## src/rtl/dongle_pkg.sv

```systemverilog
package dongle_pkg;
  localparam int unsigned BYTE_W       = 8;
  localparam int unsigned POLL_LIMIT   = 10;
  localparam int unsigned DUMMY_PULSES = 2;
  localparam int unsigned WR_TAIL      = 2;
  localparam int unsigned RD_TAIL      = 3;
  localparam int unsigned RST_PULSES   = 30;
  localparam int unsigned CNT_W        = $clog2(RST_PULSES + 1);
  localparam int unsigned STEP_W       = 3;
  localparam logic [STEP_W-1:0] STEP_LAST = 3'd4;
  localparam logic [BYTE_W-1:0] SETUP_ADDR = 8'h40;
  localparam logic [BYTE_W-1:0] SETUP_CFG0 = 8'h17;
  localparam logic [BYTE_W-1:0] SETUP_CFG2 = 8'hFF;

  typedef enum logic [1:0] {CMD_XFER = 2'd0, CMD_RESET = 2'd1, CMD_SETUP = 2'd2, CMD_NONE = 2'd3} cmd_e;
  typedef enum logic [1:0] {OP_WR, OP_RD, OP_RST} op_e;
  typedef enum logic [3:0] {
    PH_IDLE, PH_LEAD0, PH_LEAD1, PH_BIT, PH_LOW, PH_TAIL,
    PH_RGAP, PH_POLL, PH_DATA, PH_DUMMY, PH_RT1
  } ph_e;
endpackage

```

## src/rtl/dongle_sync.sv

```systemverilog
module dongle_sync #(
  parameter int unsigned STAGES = 2
) (
  input  logic clk_i,
  input  logic rst_ni,
  input  logic d_i,
  output logic q_o
);
  logic [STAGES-1:0] ff_q;
  always_ff @(posedge clk_i or negedge rst_ni) begin
    if (!rst_ni) ff_q <= '1;  // idle line level
    else         ff_q <= {ff_q[STAGES-2:0], d_i};
  end
  assign q_o = ff_q[STAGES-1];
endmodule

```

## src/rtl/dongle_timer.sv

```systemverilog
module dongle_timer #(
  parameter int unsigned DIV_W = 8
) (
  input  logic             clk_i,
  input  logic             rst_ni,
  input  logic             restart_i,
  input  logic [DIV_W-1:0] div_i,
  output logic             last_o
);
  logic [DIV_W-1:0] cnt_q;
  always_ff @(posedge clk_i or negedge rst_ni) begin
    if (!rst_ni)             cnt_q <= '0;
    else if (restart_i)      cnt_q <= (div_i == '0) ? '0 : div_i - 1'b1;
    else if (cnt_q != '0)    cnt_q <= cnt_q - 1'b1;
  end
  assign last_o = (cnt_q == '0);
endmodule

```

## src/rtl/dongle_step_sel.sv

```systemverilog
module dongle_step_sel
  import dongle_pkg::*;
(
  input  cmd_e                cmd_i,
  input  logic [STEP_W-1:0]   step_i,
  input  logic                rw_i,
  input  logic [BYTE_W-1:0]   addr_i,
  input  logic [BYTE_W-2:0]   idx_i,
  input  logic [BYTE_W-1:0]   wdata_i,
  output op_e                 op_o,
  output logic [BYTE_W-1:0]   cmd_byte_o,
  output logic [BYTE_W-1:0]   data_o
);
  logic [BYTE_W-1:0] addr;
  logic [BYTE_W-2:0] idx;
  always_comb begin
    addr   = addr_i;
    idx    = idx_i;
    data_o = wdata_i;
    op_o   = rw_i ? OP_WR : OP_RD;
    if (cmd_i == CMD_RESET) begin
      op_o = OP_RST;
    end else if (cmd_i == CMD_SETUP) begin
      addr = SETUP_ADDR;
      case (step_i)
        3'd0:    op_o = OP_RST;
        3'd1:    begin op_o = OP_WR; idx = '0;             data_o = SETUP_CFG0; end
        3'd2:    begin op_o = OP_WR; idx = (BYTE_W-1)'(1); end
        3'd3:    begin op_o = OP_WR; idx = (BYTE_W-1)'(2); data_o = SETUP_CFG2; end
        default: begin op_o = OP_RD; idx = (BYTE_W-1)'(1); end
      endcase
    end
    cmd_byte_o = addr | {idx, 1'b0} | {{(BYTE_W-1){1'b0}}, op_o == OP_WR};
  end
endmodule

```

## src/rtl/dongle_ser_master.sv

```systemverilog
module dongle_ser_master
  import dongle_pkg::*;
#(
  parameter int unsigned DIV_W = 8
) (
  input  logic              clk_i,
  input  logic              rst_ni,
  input  logic              start_i,
  input  logic [1:0]        cmd_i,
  input  logic              rw_i,
  input  logic [7:0]        addr_i,
  input  logic [6:0]        idx_i,
  input  logic [7:0]        wdata_i,
  input  logic [DIV_W-1:0]  div_i,
  output logic              busy_o,
  output logic              done_o,
  output logic [7:0]        rdata_o,
  output logic              nack_o,
  output logic              dng_clk_o,
  output logic              dng_dat_o,
  input  logic              dng_dat_i
);
  localparam int unsigned SH_W = 2 * BYTE_W;

  ph_e                ph_q, ph_d;
  op_e                op_q, op_d;
  logic               hs_q, hs_d, ok_q, ok_d, done_d, nack_d;
  logic [CNT_W-1:0]   n_q, n_d, tn_q, tn_d;
  logic [SH_W-1:0]    sh_q, sh_d;
  logic [BYTE_W-1:0]  rx_q, rx_d, rdata_d;
  logic [STEP_W-1:0]  step_q, step_d;
  cmd_e               cmd_q;
  logic               rw_q;
  logic [7:0]         addr_q, wd_q;
  logic [6:0]         idx_q;
  logic               busy, half_end, rx_s, begin_op, end_op, more;
  op_e                sel_op;
  logic [BYTE_W-1:0]  sel_cmd, sel_data;
  logic [1:0]         pins_d;

  assign busy = (ph_q != PH_IDLE);
  assign more = (cmd_q == CMD_SETUP) && (step_q != STEP_LAST);

  dongle_sync #(.STAGES(2)) u_sync (
    .clk_i(clk_i), .rst_ni(rst_ni), .d_i(dng_dat_i), .q_o(rx_s));

  dongle_timer #(.DIV_W(DIV_W)) u_timer (
    .clk_i(clk_i), .rst_ni(rst_ni), .restart_i(begin_op | (busy & half_end)),
    .div_i(div_i), .last_o(half_end));

  // idle: look at the live request; busy: look at the next setup step
  dongle_step_sel u_sel (
    .cmd_i     (busy ? cmd_q : cmd_e'(cmd_i)),
    .step_i    (busy ? step_q + 3'd1 : '0),
    .rw_i      (busy ? rw_q : rw_i),
    .addr_i    (busy ? addr_q : addr_i),
    .idx_i     (busy ? idx_q : idx_i),
    .wdata_i   (busy ? wd_q : wdata_i),
    .op_o      (sel_op),
    .cmd_byte_o(sel_cmd),
    .data_o    (sel_data));

  function automatic logic [1:0] pins(ph_e p, logic h, logic b);  // {clk, dat}
    case (p)
      PH_LEAD1:                            return 2'b10;
      PH_BIT:                              return {h, b};
      PH_TAIL:                             return {~h, 1'b0};
      PH_RGAP:                             return 2'b01;
      PH_POLL, PH_DATA, PH_DUMMY, PH_RT1:  return {~h, 1'b1};
      default:                             return 2'b00;
    endcase
  endfunction

  always_comb begin
    ph_d = ph_q; op_d = op_q; hs_d = hs_q; n_d = n_q; tn_d = tn_q; sh_d = sh_q;
    rx_d = rx_q; ok_d = ok_q; step_d = step_q; rdata_d = rdata_o; nack_d = nack_o;
    done_d = 1'b0; begin_op = 1'b0; end_op = 1'b0;
    if (!busy) begin
      if (start_i && cmd_e'(cmd_i) != CMD_NONE) begin
        begin_op = 1'b1;
        step_d   = '0;
      end
    end else if (half_end) begin
      case (ph_q)
        PH_LEAD0: ph_d = PH_LEAD1;
        PH_LEAD1: begin
          ph_d = PH_BIT; hs_d = 1'b0;
          n_d  = (op_q == OP_WR) ? CNT_W'(SH_W - 1) : CNT_W'(BYTE_W - 1);
        end
        PH_BIT: begin
          hs_d = ~hs_q;
          if (hs_q) begin
            if (n_q != '0) begin
              n_d = n_q - 1'b1; sh_d = sh_q >> 1;
            end else if (op_q == OP_WR) begin
              ph_d = PH_LOW; tn_d = CNT_W'(WR_TAIL);
            end else begin
              ph_d = PH_RGAP;
            end
          end
        end
        PH_LOW: begin ph_d = PH_TAIL; hs_d = 1'b0; n_d = tn_q - 1'b1; end
        PH_TAIL: begin
          hs_d = ~hs_q;
          if (hs_q) begin
            if (n_q == '0) end_op = 1'b1;
            else           n_d = n_q - 1'b1;
          end
        end
        PH_RGAP: begin ph_d = PH_POLL; hs_d = 1'b0; n_d = CNT_W'(POLL_LIMIT - 1); end
        PH_POLL: begin
          hs_d = ~hs_q;
          if (hs_q) begin
            if (!rx_s) begin
              ph_d = PH_DATA; ok_d = 1'b1; n_d = CNT_W'(BYTE_W - 1);
            end else if (n_q == '0) begin
              ph_d = PH_DUMMY; n_d = CNT_W'(DUMMY_PULSES - 1);
            end else begin
              n_d = n_q - 1'b1;
            end
          end
        end
        PH_DATA, PH_DUMMY: begin
          hs_d = ~hs_q;
          if (hs_q) begin
            if (ph_q == PH_DATA) rx_d = {rx_s, rx_q[BYTE_W-1:1]};
            if (n_q == '0) ph_d = PH_RT1;
            else           n_d = n_q - 1'b1;
          end
        end
        PH_RT1: begin
          hs_d = ~hs_q;
          if (hs_q) begin ph_d = PH_LOW; tn_d = CNT_W'(RD_TAIL); end
        end
        default: ph_d = PH_IDLE;
      endcase
    end
    if (end_op) begin
      if (op_q == OP_RD) begin
        rdata_d = ok_q ? rx_q : '0;
        nack_d  = ~ok_q;
      end
      if (more) begin
        begin_op = 1'b1;
        step_d   = step_q + 3'd1;
      end else begin
        ph_d = PH_IDLE; hs_d = 1'b0; done_d = 1'b1;
      end
    end
    if (begin_op) begin
      op_d = sel_op; hs_d = 1'b0; rx_d = '0; ok_d = 1'b0;
      sh_d = {sel_data, sel_cmd};
      if (sel_op == OP_RST) begin ph_d = PH_LOW; tn_d = CNT_W'(RST_PULSES); end
      else                        ph_d = PH_LEAD0;
    end
    pins_d = pins(ph_d, hs_d, sh_d[0]);
  end

  always_ff @(posedge clk_i or negedge rst_ni) begin
    if (!rst_ni) begin
      ph_q <= PH_IDLE; op_q <= OP_RST; hs_q <= 1'b0; ok_q <= 1'b0;
      n_q <= '0; tn_q <= '0; sh_q <= '0; rx_q <= '0; step_q <= '0;
      rdata_o <= '0; nack_o <= 1'b0; done_o <= 1'b0;
      dng_clk_o <= 1'b0; dng_dat_o <= 1'b0;
      cmd_q <= CMD_NONE; rw_q <= 1'b0; addr_q <= '0; idx_q <= '0; wd_q <= '0;
    end else begin
      ph_q <= ph_d; op_q <= op_d; hs_q <= hs_d; ok_q <= ok_d;
      n_q <= n_d; tn_q <= tn_d; sh_q <= sh_d; rx_q <= rx_d; step_q <= step_d;
      rdata_o <= rdata_d; nack_o <= nack_d; done_o <= done_d;
      {dng_clk_o, dng_dat_o} <= pins_d;
      if (!busy && begin_op) begin
        cmd_q <= cmd_e'(cmd_i); rw_q <= rw_i; addr_q <= addr_i; idx_q <= idx_i; wd_q <= wdata_i;
      end
    end
  end

  assign busy_o = busy;
endmodule

```

## config.mk

```make
export PLATFORM = sky130hd
export DESIGN_NAME = dongle_ser_master
export DESIGN_NICKNAME = d
export VERILOG_FILES = /design/src/rtl/dongle_pkg.sv /design/src/rtl/dongle_sync.sv /design/src/rtl/dongle_timer.sv /design/src/rtl/dongle_step_sel.sv /design/src/rtl/dongle_ser_master.sv
export SDC_FILE = /design/constraint.sdc
export NUM_CORES = 1
export LEC_CHECK = 0
export ABC_AREA = 1
export BUFFER_PORTS_ARGS = -buffer_cell sky130_fd_sc_hd__buf_2
export CORE_UTILIZATION = 50
export DETAILED_ROUTE_END_ITERATION = 10
export PLACE_DENSITY_LB_ADDON = 0.2
export SLEW_MARGIN = 20
export SYNTH_ARGS = -nofsm -noshare
export SYNTH_HDL_FRONTEND = slang
export SYNTH_SLANG_ARGS = --single-unit
```

## constraint.sdc

```tcl
create_clock -name clk_i -period 2.7 [get_ports clk_i]
set_input_delay 0.54 -clock clk_i [delete_from_list [all_inputs] [get_ports clk_i]]
set_output_delay 0.54 -clock clk_i [all_outputs]
set_load 0.1 [all_outputs]
```

# Yosys cells after proc, flatten, opt, wreduce, memory -nomap -nowiden
# Cells that the tools add are included.
[word_totals] n_memories=0 latchBits=0 reg_bits=93 wordCells=198 inputBits=38 romBits=0 output_inout_bits=13 ramBits=0
[classes] addsub=5 n_eq_ne=34 shifts=0 n_mul=0 magnitude_cmp=0 bitwise_logic=7 reduce_logical=34 muxes=96 n_div=0
[ops] op="8-bit 2-to-1 mux" count=16
[ops] op="16-bit 2-to-1 mux" count=6
[ops] op="5-bit 2-to-1 mux" count=15
[ops] op="4-bit 2-to-1 mux" count=14
[ops] op="4-bit case mux with 9 select lines" count=1
[ops] op="5-bit case mux with 6 select lines" count=1
[ops] op="4-bit by 3-bit equality test with 1-bit output, second input constant" count=7
[ops] op="4-bit equality test, second input constant" count=6
[ops] op="1-bit 2-to-1 mux" count=24
[ops] op="7-bit 2-to-1 mux" count=3
[ops] op="7-bit case mux with 3 select lines" count=1
[ops] op="3-bit 2-to-1 mux" count=6
[ops] op="2-bit nonzero test" count=9
[ops] op="4-bit by 2-bit equality test with 1-bit output, second input constant" count=4
[ops] op="8-bit zero test" count=2
[ops] op="8-bit case mux with 2 select lines" count=1
[ops] op="8-bit by 1-bit subtractor with 8-bit output, second input constant" count=2
[ops] op="5-bit AND reduction" count=3
[ops] op="2-bit != test, second input constant" count=6
[ops] op="2-bit case mux with 5 select lines" count=1
[ops] op="5-bit case mux with 2 select lines" count=1
[ops] op="5-bit by 1-bit subtractor with 5-bit output, second input constant" count=2
[ops] op="3-bit OR reduction" count=3
[ops] op="2-bit 2-to-1 mux" count=4
[ops] op="29 further kinds" count=38

# Longest topological paths before layout
[logic_depth] word_depth=13 ltp_mapped=18

# Hierarchy
# A second synthesis with hierarchy kept.
[unflattened] cells_unflattened=729 hier_area_um2=5420.2
[by_module_without_submodules] mod="dongle_ser_master" area_each_um2=4380.5 seq_area_each_um2=2080.7 cells_per_inst=557 instances=1
[by_module_without_submodules] mod="dongle_timer" area_each_um2=706.9 seq_area_each_um2=200.2 cells_per_inst=109 instances=1
[by_module_without_submodules] mod="dongle_step_sel" area_each_um2=280.3 seq_area_each_um2=0.0 cells_per_inst=61 instances=1
[by_module_without_submodules] mod="dongle_sync" area_each_um2=52.6 seq_area_each_um2=52.6 cells_per_inst=2 instances=1

# Worst setup path after synthesis
# No wires, ideal clock.
[synth_path] path_type="register to register" start="register ph_q[0]" end="register sh_q[10]" t_arrival_ns=2.159 stages_incl_launch_ff=8 path_slack_ns=0.402 required_ns=2.561 synth_period_minus_slack_ns=2.298 n_path_buf=2 path_cell_list="dfrtp_1 > nor2_2 > nand2_4 > buf_6 > clkbuf_1 > o21ai_0 > o21ai_0 > o221ai_1"
[synth_between] elab_chain_cells=7 word_cells_on_any_way=26 cone_classes="eq/ne (6); mux (13); reduce/logical (7)"
[synth_rtl] element="from (decl)" line_no="dongle_ser_master.sv:25" rtl="ph_e ph_q, ph_d;"
[synth_rtl] element="from (signal assigned)" line_no="dongle_ser_master.sv:167" rtl="ph_q <= ph_d; op_q <= op_d; hs_q <= hs_d; ok_q <= ok_d;"
[synth_rtl] element="4-bit nonzero test (*)" line_no="dongle_ser_master.sv:41" rtl="assign busy = (ph_q != PH_IDLE);"
[synth_rtl] element="named net busy_o" line_no="dongle_ser_master.sv:15" rtl="output logic busy_o,"
[synth_rtl] element="3-bit 2-to-1 mux" line_no="dongle_ser_master.sv:54" rtl=".step_i (busy ? step_q + 3'd1 : '0),"
[synth_rtl] element="3-bit by 2-bit equality test with 1-bit output / 3-bit by 1-bit equality test with 1-bit output (equally long branches)" line_no="dongle_step_sel.sv:25" rtl="case (step_i)"
[synth_rtl] element="8-bit case mux with 2 select lines" line_no="dongle_step_sel.sv:25"
[synth_rtl] element="8-bit 2-to-1 mux" line_no="dongle_step_sel.sv:23" rtl="end else if (cmd_i == CMD_SETUP) begin"
[synth_rtl] element="8-bit 2-to-1 mux" line_no="dongle_step_sel.sv:21" rtl="if (cmd_i == CMD_RESET) begin"
[synth_rtl] element="16-bit 2-to-1 mux" line_no="dongle_ser_master.sv:150" rtl="if (begin_op) begin"
[synth_rtl] element="to (signal assigned)" line_no="dongle_ser_master.sv:162" rtl="n_q <= '0; tn_q <= '0; sh_q <= '0; rx_q <= '0; step_q <= '0;"
[synth_rtl] element="to (signal assigned)" line_no="dongle_ser_master.sv:168" rtl="n_q <= n_d; tn_q <= tn_d; sh_q <= sh_d; rx_q <= rx_d; step_q <= step_d;"
[synth_rtl] element="to (decl)" line_no="dongle_ser_master.sv:29" rtl="logic [SH_W-1:0] sh_q, sh_d;"
# Mark *: on every way through the listed nets, which the timed path passes. The rest lies on a longest branch.
# A chain may end at the register's enable or synchronous reset.

# Worst setup path in the final report
[layout_path] start="register ph_q[0]" end="output port busy_o"
[layout_between] elab_chain_cells=1
[layout_rtl] element="4-bit nonzero test" line_no="dongle_ser_master.sv:41"
[layout_rtl] element="to (decl)" line_no="dongle_ser_master.sv:15"
# Every way passes these cells.

==> results.yml <==
clock_network:
  clockRootBuffer: "clkbuf_8"
  path_clk_slew_ns: 0.09
  clk_latency_ns: 0.38
  cts_buffers: 9
  cts_sinks: 93
  cts_buffer_depth: 2
  tritoncts: "built"
  cts_max_level: 3
  ctsHoldBuffers: 0
setup_path:
  worstPathArrival_ns: 1.97
  cp_max_fo: 41
  criticalPathCategory: "reg -> out"
  worst_path_max_delay_cell: "dfrtp_1"
  reg2regPathDepth: 12
  required_ns: 2.16
  start_kind: "register"
  cp_cell_sequence: "nor2_2 > nand2_4 > buf_4 > buf_2"
  worst_setup_path_end_kind: "primary output"
  crit_path_max_incr_delay_ns: 0.50
pwr:
  p_switching_mw: 2.10
  p_int_mw: 2.84
  leakage_nw: 2.95
  power_frac_comb_pct: 41.5
  switching_share_pct: 42.5
  irDropWorstVdd_uv: 406
  seq_power_share_pct: 40.5
  power_density_mw_per_mm2: 843
  pwr-share-clk_pct: 18.0
synthesis:
  syn-cell-area_mm2: 0.00529
  yosys.area.top_type: "dfrtp_1"
  yosys-top-cells-area: "dfrtp_1, nand2_1, o21ai_0"
  avgSynthCellArea_um2: 7.60
  synth.distinct_cells: 44
  syn-num-nets: 741
  yosysSeqAreaShare_pct: 44.1
  yosysTopAreaCellShare_pct: 41.6
  netlist_instances: 696
  ys_ff_latch: 93
  ys_warn_count: 0
drt:
  wirelength_mm: 12.0
  dr.pass1.iters: 4
  first_iter_violations: 268
  drc: 0
  antenna_left: 0
  avgRoutedWirePerCell_um: 13.6
  num_vias: 4666
  vias_per_cell: 5.27
floorplan:
  rows: 37
  die-area_mm2: 0.0110
  dieWidth_um: 105
  coreArea_mm2: 0.0103
  io-pin-count: 51
  initial_core_util_pct: 51.5
  die_h_um: 105
sta:
  setup_violations: 0
  hold_viol: 0
  tightest_slew_ns: 0.705
  finalCritPeriodShare_pct: 92.9
  fin_skew_ns: 0.0114
  final.setup.tns_ns: 0
  slew_violations: 0
  slew_headroom_pct: 52.8
  rsz0062_at_grt: "no"
  whs_ns: 0.178
  period_needed_ns: 2.51
  fmax_ghz: 0.399
cells_and_area:
  syn_to_final_growth_pct: 10.6
  nNetsFinal: 789
  drive_above_1_share_pct: 16.8
  diodes: 0
job:
  cap_violations: 0
worst_hold_path:
  hp-class: "in -> async"
grt:
  grt_pass1_vias: 4509
  grt_use_total_pct: 23.4
  antenna_found_initial: 0
  grt_max_degree: 48
  grt_pass1_wl_mm: 20.6
  overflow: 0
placed_design:
  port_buffers: 50
  dpl.hpwl_mm: 8.85
  routabilityCongestion: 0.915
run_status:
  status: "complete, no violations"
[placed cells by master (no fill, tap or decap), types with 3 or more instances in the layout]
cell,instances
inv_6,3
nor3_1,9
nor2_4,5
o21ai_0,92
dfrtp_1,88
nand3_2,4
inv_2,9
a21oi_1,23
nand2_2,15
xnor2_1,6
buf_4,4
clkbuf_8,10
o221ai_1,6
buf_2,49
o311ai_1,3
a31oi_1,3
nand2_1,165
o211ai_1,6
dfstp_2,5
inv_1,95
nand2_4,4
nand3_1,45
ha_1,7
o31ai_1,3
nand4_1,8
nor2_1,47
nor2_2,6
[per-stage QoR]
step	utilization (%)	instances	worst slack [ns]	cell area, um^2	total power, mW
final	57.0	885	0.191	5860	4.94
after global placement	55.1	869	0.333	5660	4.00
after CTS	56.9	885	0.190	5850	4.94
after global routing	57.0	885	0.0443	5860	5.32
after floorplan	-	696	0.402	5290	3.58
after detailed placement	55.1	869	0.223	5660	4.05
[repair_timing]
action,4_1_cts,5_1_grt
resized for setup,0,4
setup buffers,0,0
endpoints found under the setup margin,0,4
[final cells by class]
class,instances,area [um^2]
Clock buffer,10,138
Clock inverter,6,45.0
Fill cell,1005,4420
Inverter,106,403
Multi-Input combinational cell,479,2460
Sequential cell,93,2330
Tap cell,136,170
Timing Repair Buffer,55,307
[worst max-delay path, delay by kind of cell, from the launching register on]
| family | cells | cell delay, ns |
|---|---|---|
| DFF | 1 | 0.50 |
| and+or+nand+nor | 2 | 0.24 |
| buffers and inverters | 2 | 0.84 |
[path summary, 6_finish.rpt]
path	from	to	slack [ns]
hold / removal	rst_ni	u_timer.cnt_q[1]	0.18
setup reg to reg	n_q[0]	rx_q[2]	0.33
min in group clk_i	dng_dat_i	u_sync.ff_q[0]	0.26
max in group asynchronous	rst_ni	cmd_q[1]	1.79
setup / recovery	ph_q[0]	busy_o	0.19
hold reg to reg	u_sync.ff_q[0]	u_sync.ff_q[1]	0.36
[Yosys cell counts (all sizes together)]
cell type,n
clkbuf,10
a21boi,2
nand2,184
a32oi,1
nor3,10
dfrtp,88
or3,1
a22oi,1
xnor2,6
a211oi,2
a21oi,23
nand3,49
dfstp,5
o211ai,6
o32ai,1
o31ai,3
o311ai,3
o21ai,95
o2111ai,2
o22ai,2
buf,8
clkinv,1
or2,3
nor2,58
a31oi,3
o221ai,6
nand4,8
ha,7
xor2,1
o41ai,1
a311oi,1
inv,105
[power groups by stage]
stage               Combinational, mW  Clock (mW)  Sequential, mW
global route                     2.33       0.953            2.04
detailed placement               2.03           0            2.02
floorplan                        1.52           0            2.06
CTS                              2.04       0.899            2.00
finish                           2.05       0.888            2.00
global placement                 1.99           0            2.01
[flip-flops by register name, summed over array words and instances, names as in the netlist]
register	count
ok_q	1
rdata_o	8
dng_dat_o	1
cmd_q	2
u_timer.cnt_q	8
step_q	3
dng_clk_o	1
idx_q	7
done_o	1
op_q	2
rw_q	1
hs_q	1
addr_q	8
nack_o	1
sh_q	16
n_q	5
tn_q	5
wd_q	8
rx_q	8
u_sync.ff_q	2
ph_q	4
[routing by layer]
layer | track usage, % | share of wire, % | vias up
li1 | - | - | 2374
met2 | 40.1 | 48 | 101
met5 | 0 | 0 | -
met1 | 30.3 | 46 | 2174
met3 | 3.87 | 4.3 | 17
met4 | 7.44 | 1.4 | 0
[cells by family (layout without fill, tap and decap cells)]
kind of cell	Yosys count	count (layout)	synth area share [%]
flip-flops	93	93	44.1
AO/OA/AOI/OAI	152	152	16.8
adder cells (fa/ha/maj)	7	7	1.65
XOR/XNOR	7	7	1.16
buffers and inverters	124	177	9.43
AND/OR/NAND/NOR	313	313	26.9
No activity file was read; power rests on OpenSTA's default activity.
